[config.mk]
export PLATFORM = sky130hd
export DESIGN_NAME = lasub_cla_addsub
export DESIGN_NICKNAME = d
export VERILOG_FILES = /design/src/rtl/lasub_pkg.sv /design/src/rtl/lasub_operand_prep.sv /design/src/rtl/lasub_cla_group.sv /design/src/rtl/lasub_carry_net.sv /design/src/rtl/lasub_cla_addsub.sv
export SDC_FILE = /design/constraint.sdc
export NUM_CORES = 1
export LEC_CHECK = 0
export ABC_AREA = 1
export BUFFER_PORTS_ARGS = -buffer_cell sky130_fd_sc_hd__buf_2
export CORE_ASPECT_RATIO = 1.2
export CORE_UTILIZATION = 48
export DETAILED_ROUTE_END_ITERATION = 8
export PLACE_DENSITY = 0.79
export REMOVE_ABC_BUFFERS = 1
export SETUP_SLACK_MARGIN = 0.05
export SLEW_MARGIN = 0
export SYNTH_ARGS = -nofsm -noshare
export SYNTH_HDL_FRONTEND = slang
export SYNTH_SLANG_ARGS = --single-unit
[constraint.sdc]
create_clock -name vclk -period 4.2
set_input_delay 0 -clock vclk [all_inputs]
set_output_delay 0 -clock vclk [all_outputs]
set_load 0.05 [all_outputs]
[src/rtl/lasub_pkg.sv]
// Package: shared constants and the flat carry expansion used by the
// lookahead groups. Assumes groups of exactly GRP_W bits.
package lasub_pkg;

    localparam int GRP_W = 4;

    typedef logic [GRP_W-1:0] grp_vec_t;

    // Carry out of bit position j of a group, written as a flat OR of
    // products: every generate at or below j propagated up to j, plus the
    // group carry-in propagated through bits 0..j.
    function automatic logic flat_carry(input grp_vec_t g, input grp_vec_t p,
                                        input logic cin, input int j);
        logic acc;
        logic prod;
        acc = 1'b0;
        for (int i = 0; i < GRP_W; i++) begin
            if (i <= j) begin
                prod = g[i];
                for (int k = 0; k < GRP_W; k++) begin
                    if (k > i && k <= j) prod = prod & p[k];
                end
                acc = acc | prod;
            end
        end
        prod = cin;
        for (int k = 0; k < GRP_W; k++) begin
            if (k <= j) prod = prod & p[k];
        end
        return acc | prod;
    endfunction

endpackage

[src/rtl/lasub_operand_prep.sv]
// Operand conditioning: picks the effective second operand and the carry
// into bit 0 from the mode controls. Increment has priority over subtract.
// Assumes nothing about the operand values.
module lasub_operand_prep #(
    parameter int W = 16
) (
    input  logic [W-1:0] b_i,
    input  logic         sub_i,
    input  logic         inc_i,
    output logic [W-1:0] bx_o,
    output logic         cin_o
);

    // Select zero, inverted or plain B, and the matching carry-in.
    always_comb begin
        if (inc_i) begin
            bx_o  = '0;
            cin_o = 1'b1;
        end else begin
            bx_o  = b_i ^ {W{sub_i}};
            cin_o = sub_i;
        end
    end

endmodule

[src/rtl/lasub_cla_group.sv]
// One 4-bit lookahead group: from per-bit generate/propagate and the group
// carry-in it forms the three inner carries in flat sum-of-products form,
// and the group generate/propagate pair for the next level.
// Assumes propagate is the OR of the operand bits.
module lasub_cla_group
    import lasub_pkg::*;
(
    input  grp_vec_t g_i,
    input  grp_vec_t p_i,
    input  logic     cin_i,
    output logic [GRP_W-2:0] c_o,   // c_o[j] is the carry into bit j+1
    output logic     gg_o,
    output logic     gp_o
);

    // Inner carries, each a two-level expression of g, p and cin.
    always_comb begin
        for (int j = 0; j < GRP_W - 1; j++) begin
            c_o[j] = flat_carry(g_i, p_i, cin_i, j);
        end
    end

    // Group generate ignores cin; group propagate is all bits propagating.
    always_comb begin
        gg_o = flat_carry(g_i, p_i, 1'b0, GRP_W - 1);
        gp_o = &p_i;
    end

endmodule

[src/rtl/lasub_carry_net.sv]
// Carry network: per-bit generate/propagate, one lookahead group per four
// bits, and a chain between groups through group generate/propagate.
// Assumes W is a multiple of GRP_W.
module lasub_carry_net
    import lasub_pkg::*;
#(
    parameter int W = 16
) (
    input  logic [W-1:0] a_i,
    input  logic [W-1:0] bx_i,
    input  logic         cin_i,
    output logic [W:0]   carry_o   // carry_o[i] is the carry into bit i
);

    localparam int NGRP = W / GRP_W;

    logic [W-1:0]  gen;
    logic [W-1:0]  prop;
    logic [NGRP:0] grp_c;
    logic [NGRP-1:0] grp_g;
    logic [NGRP-1:0] grp_p;

    // Per-bit generate and propagate terms.
    always_comb begin
        gen  = a_i & bx_i;
        prop = a_i | bx_i;
    end

    assign grp_c[0] = cin_i;

    genvar k;
    generate
        for (k = 0; k < NGRP; k++) begin : g_grp
            logic [GRP_W-2:0] inner;

            lasub_cla_group u_grp (
                .g_i   (gen[k*GRP_W +: GRP_W]),
                .p_i   (prop[k*GRP_W +: GRP_W]),
                .cin_i (grp_c[k]),
                .c_o   (inner),
                .gg_o  (grp_g[k]),
                .gp_o  (grp_p[k])
            );

            // Group-level carry to the next group.
            assign grp_c[k+1] = grp_g[k] | (grp_p[k] & grp_c[k]);

            // Place the group's carries into the full carry vector.
            assign carry_o[k*GRP_W]                 = grp_c[k];
            assign carry_o[k*GRP_W+1 +: GRP_W-1]    = inner;
        end
    endgenerate

    assign carry_o[W] = grp_c[NGRP];

endmodule

[src/rtl/lasub_cla_addsub.sv]
// Top: two's-complement add / subtract / increment with lookahead carries.
// Outputs depend only on the present inputs. Overflow is the XOR of the
// two most significant carries. Assumes W is a positive multiple of 4.
module lasub_cla_addsub
    import lasub_pkg::*;
#(
    parameter int W = 16
) (
    input  logic [W-1:0] a_i,
    input  logic [W-1:0] b_i,
    input  logic         sub_i,
    input  logic         inc_i,
    output logic [W-1:0] sum_o,
    output logic         cout_o,
    output logic         ovf_o
);

    generate
        if (W < GRP_W || (W % GRP_W) != 0) begin : g_bad_width
            $error("lasub_cla_addsub: W must be a positive multiple of 4");
        end
    endgenerate

    logic [W-1:0] bx;
    logic         cin;
    logic [W:0]   carry;

    lasub_operand_prep #(.W(W)) u_prep (
        .b_i   (b_i),
        .sub_i (sub_i),
        .inc_i (inc_i),
        .bx_o  (bx),
        .cin_o (cin)
    );

    lasub_carry_net #(.W(W)) u_carry (
        .a_i     (a_i),
        .bx_i    (bx),
        .cin_i   (cin),
        .carry_o (carry)
    );

    // Sum bits, top carry and signed overflow.
    always_comb begin
        sum_o  = a_i ^ bx ^ carry[W-1:0];
        cout_o = carry[W];
        ovf_o  = carry[W] ^ carry[W-1];
    end

endmodule

-- After elaboration in Yosys (flattened, before gate mapping)
Cells that the tools add are included.
- flip-flop bits (word level): 0
- bits of input ports: 34
- output and inout port bits: 18
- muxes and demuxes: 2
- bitwise operators: 86
- reductions and logical operators: 4
- operators by type and width (cell ; count):
    bitwise XOR 16 bit ; 3
    bitwise AND 1 bit ; 40
    bitwise OR 1 bit ; 40
    bitwise AND 16 bit ; 1
    2-to-1 mux 16 bit ; 1
    bitwise OR 16 bit ; 1
    AND reduction 4 bit ; 4
    2-to-1 mux 1 bit ; 1
    bitwise XOR 1 bit ; 1

-- Logic depth before layout (Yosys ltp)
- depth after elaboration: 19
- gate-level depth with buffers: 20
- depth with buffers taken out: 18

-- Cells and area by module
Synthesis repeated with hierarchy kept, for this count alone.
- cells, all modules: 337
- area total of the unflattened synthesis: 1432.6 µm²
- modules (own cells, without submodules) (module ; times used ; cells each ; area each (µm²) ; seq. area each (µm²)):
    lasub_cla_addsub ; 1 ; 145 ; 569.3 ; 0.0
    lasub_operand_prep ; 1 ; 71 ; 302.8 ; 0.0
    lasub_carry_net ; 1 ; 61 ; 285.3 ; 0.0
    lasub_cla_group ; 4 ; 15 ; 68.8 ; 0.0

-- Worst setup path before layout
Ideal clock, no wire load.
- path type: input port to output port
- from: in sub_i
- to: out sum_o[13]
- arrival: 2755 ps
- setup slack: 1445 ps
- cell stages on the path: 17
- buffers on the path: 2
- cell sequence: buf_2 > clkbuf_1 > nand2_1 > inv_1 > nor3_1 > inv_1 > ha_1 > nor2_1 > nand2_2 > nand3_1 > nand3_2 > nand2_2 > nand2_1 > nand2_2 > inv_1 > fa_1 > xnor2_1
- cells in the longest elaborated chain, start to end: 17
- elaborated cells between the ends (all ways): 45
- classes of those cells: mux: 2; bitwise: 40; reduce/logical: 3
- RTL lines (what ; RTL line ; source):
    start: declaration ; lasub_cla_addsub.sv:11 ; input logic sub_i,
    bitwise XOR 16 bit ; lasub_operand_prep.sv:20 ; bx_o = b_i ^ {W{sub_i}};
    2-to-1 mux 16 bit ; lasub_operand_prep.sv:16 ; if (inc_i) begin
    bitwise AND 16 bit or bitwise OR 16 bit (tied branches) ; lasub_carry_net.sv:25, lasub_carry_net.sv:26 ;
    bitwise AND 1 bit (3 in series) ; lasub_pkg.sv:21 ; if (k > i && k <= j) prod = prod & p[k];
    bitwise OR 1 bit (3 in series) ; lasub_pkg.sv:23 ; acc = acc | prod;
    bitwise OR 1 bit ; lasub_carry_net.sv:46 ; assign grp_c[k+1] = grp_g[k] | (grp_p[k] & grp_c[k]);
    bitwise AND 1 bit ; lasub_carry_net.sv:46 ;
    bitwise OR 1 bit ; lasub_carry_net.sv:46 ;
    bitwise AND 1 bit ; lasub_carry_net.sv:46 ;
    bitwise OR 1 bit ; lasub_carry_net.sv:46 ;
    bitwise AND 1 bit ; lasub_pkg.sv:28 ; if (k <= j) prod = prod & p[k];
    bitwise OR 1 bit ; lasub_pkg.sv:30 ; return acc | prod;
    bitwise XOR 16 bit (*) ; lasub_cla_addsub.sv:45 ; sum_o = a_i ^ bx ^ carry[W-1:0];
    end: declaration ; lasub_cla_addsub.sv:13 ; output logic [W-1:0] sum_o,
Every way passes the cells marked *; elsewhere a longest branch is shown, timed or not.

-- Final worst setup path
Ends and elaborated chain as after synthesis.

==> results.md <==
- Outcome: completed
- Register Area: 0 um2
- Mux cell area share after synthesis: 0%
- Max frequency: 0.385 GHz
- Delay-heaviest family, CP: simple AND/OR/NAND/NOR gates
- GRT Resource Usage Total: 16.6%
- Crit path largest cell delay: roughly 420 ps
- Routed Antenna Nets: 0
- FP Rows: 21
- Starting Density: approximately half
- Peak VDD IR: 139 uV
- Number of port buffers: 52
- Hold Path Stages: 3
- Netlist Area Pre-Place: 0.00140 mm2
- DRC violations left: 0
- Die H: 61.2 um
- Overall power: between 300 and 400 uW
- Fin crit share: 61.9%
- # Post-CTS Setup Buffers: 0
- Number of global-route vias before repair: about 1,200
- Worst path most repeated cell: inv_1
- RSZ-0062 raised after global routing: no
- Ports: 52
- Largest family of logic cells by synthesized area: adder cells
- DRT iter0 DRCs: 14
- Seq Cell Count: 0
- Static leakage: 1.14 nW
- CP max-delay cell: buf_2
- Total Die Area: 0.00314 mm2
- Max-slew headroom: around two thirds
- Crit start category: primary input
- Worst EP required: 4200 ps
- Adder-Cell Fraction of Synth Area: 34.3%
- Hold crit path type: primary input to output port
- Synth Area in Compound Gates: 4.82%
- Area grow syn2layout: 19.2%
- Ys Warns: 0
- Post-CTS Resized: 0
- DR vias: 1,439
- Largest net degree at the start of global routing: 34
- CP Capture Type: output port
- Start point of the critical path: sub_i
- Crit path time final: 2600 ps
- Vias/cell: 4.54
- # placed instances: around 320
- Residual overflow from global routing: 0
- Finish-stage setup viols: 0
- CP Max Fanout: 33
- First-pass GRT wire length: 4280 um
- # fillers: 304
- Least-Margin Pin Slew: 516 ps
- Final TNS setup: 0 ps
- Non-Filler Cell Area, Final: 0.00167 mm2
- Synth Area in Simple Gates: 34.0%
- Hold Fails Final Rpt: 0
- Total routed wirelength: 2510 um
- Core Region: 0.00279 mm2
- CP Cell Sequence: buf_2 > nor2_1 > nor3_1 > inv_1 > ha_1 > inv_1 > and3_1 > nand3_2 > nand2_2 > nand2_1 > nand2_2 > inv_1 > fa_1 > xnor2_1 > buf_2
- Pre-Repair DR Iteration Count: 4
- ANT cells: 0
- Slew Viols, Final: 0
- Placer's final routability congestion estimate: 0.766
- Share of layout cells above drive strength 1: around a quarter
- Wire length per cell: 7.91 um
- Non-filler cells, final: 317
- Cell area power density: 205 mW/mm2
- Library cells used by synthesis: 25
- Final net count: 355
- Maxcap violations: 0
- Top cells by count, synth: inv_1 (69), nand2_1 (43), ha_1 (32)
- Yosys top cell area share: between 20 and 30%
- Initial antenna violation count: 0
- CP arrival: 2600 ps
- Critical path class: primary input to output port
- Hold Path End: sum_o[4]
- Placed cell areas: 0.00167 mm2
- CLK BUF: 0
- Buf+Inv Stages, Crit Path: 5
- Syn Area/Cell: 5.91 um2
- Die Wd: 51.3 um
- HPWL Detailed: 2270 um
- XOR/XNOR Fraction of Synth Area: 5.00%
- Top cell type by total area after synthesis: ha_1
- Post-Syn Instances: 237
- Min-delay src: a_i[4]
- Count leader, synth: inv_1
- Post-CTS Hold Fix Bufs: 0
- Register area share after synthesis: 0%
- Top cells by area, synth: ha_1 (29%), inv_1 (18%), nand2_1 (12%)
-- placed cells by master, fill, tap and decap left out, drive strengths merged, types with 4 or more instances in the layout --
cell type	n
a21oi	6
nand2	50
nand3	10
fa	4
ha	32
xor2	5
nor3	16
inv	72
nor2	25
buf	52
-- metrics by stage --
| stage | utilization, % | worst slack (ps) | hold slack [ps] |
|---|---|---|---|
| finish | 60.0 | 1600 | 534 |
| global route | 60.0 | 1280 | 569 |
| CTS | 60.0 | 1560 | 543 |
| detailed placement | 60.0 | 1560 | 543 |
| global placement | 60.0 | 1640 | 537 |
| floorplan | - | 1790 | 418 |
-- power breakdown --
| group | internal [mW] | switching, mW | total (mW) |
|---|---|---|---|
| logic | 0.0965 | 0.245 | 0.342 |
| clock network | 0 | 0 | 0 |
| registers | 0 | 0 | 0 |
| total | 0.0965 | 0.245 | 0.342 |
-- final cells by class --
cell class | instances | area [um2] | share of cell area (%)
inverters | 72 | 273 | 16.3
multi-input cells | 159 | 1090 | 65.5
repair buffers | 52 | 260 | 15.6
well taps | 34 | 42.5 | 2.55
-- worst max-delay path by stage --
stage                            to  slack, ps  cells after the start
after global routing      sum_o[13]       1280                     15
final                     sum_o[13]       1600                     15
after floorplan           sum_o[13]       1790                     15
after detailed placement  sum_o[13]       1560                     15
after CTS                 sum_o[13]       1560                     15
after global placement    sum_o[13]       1640                     15
-- routing by layer --
metal  global-route usage, %  routed length, um  vias up
met5                       0                  0        -
met4                       0                  0        0
met3                    1.48                151        0
met1                    18.7               1070      621
li1                        -                  -      784
met2                    35.5               1290       34
-- cells by family (layout without fill, tap and decap cells) --
logic type                 count (synthesis)  in the layout
xor gates and xnor gates                   8              8
and+or+nand+nor                          105            105
adders and majority gates                 36             36
buffers and inverters                     78            124
AOI/OAI and AO/OA                         10             10
No activity file was read; power rests on OpenSTA's default activity.
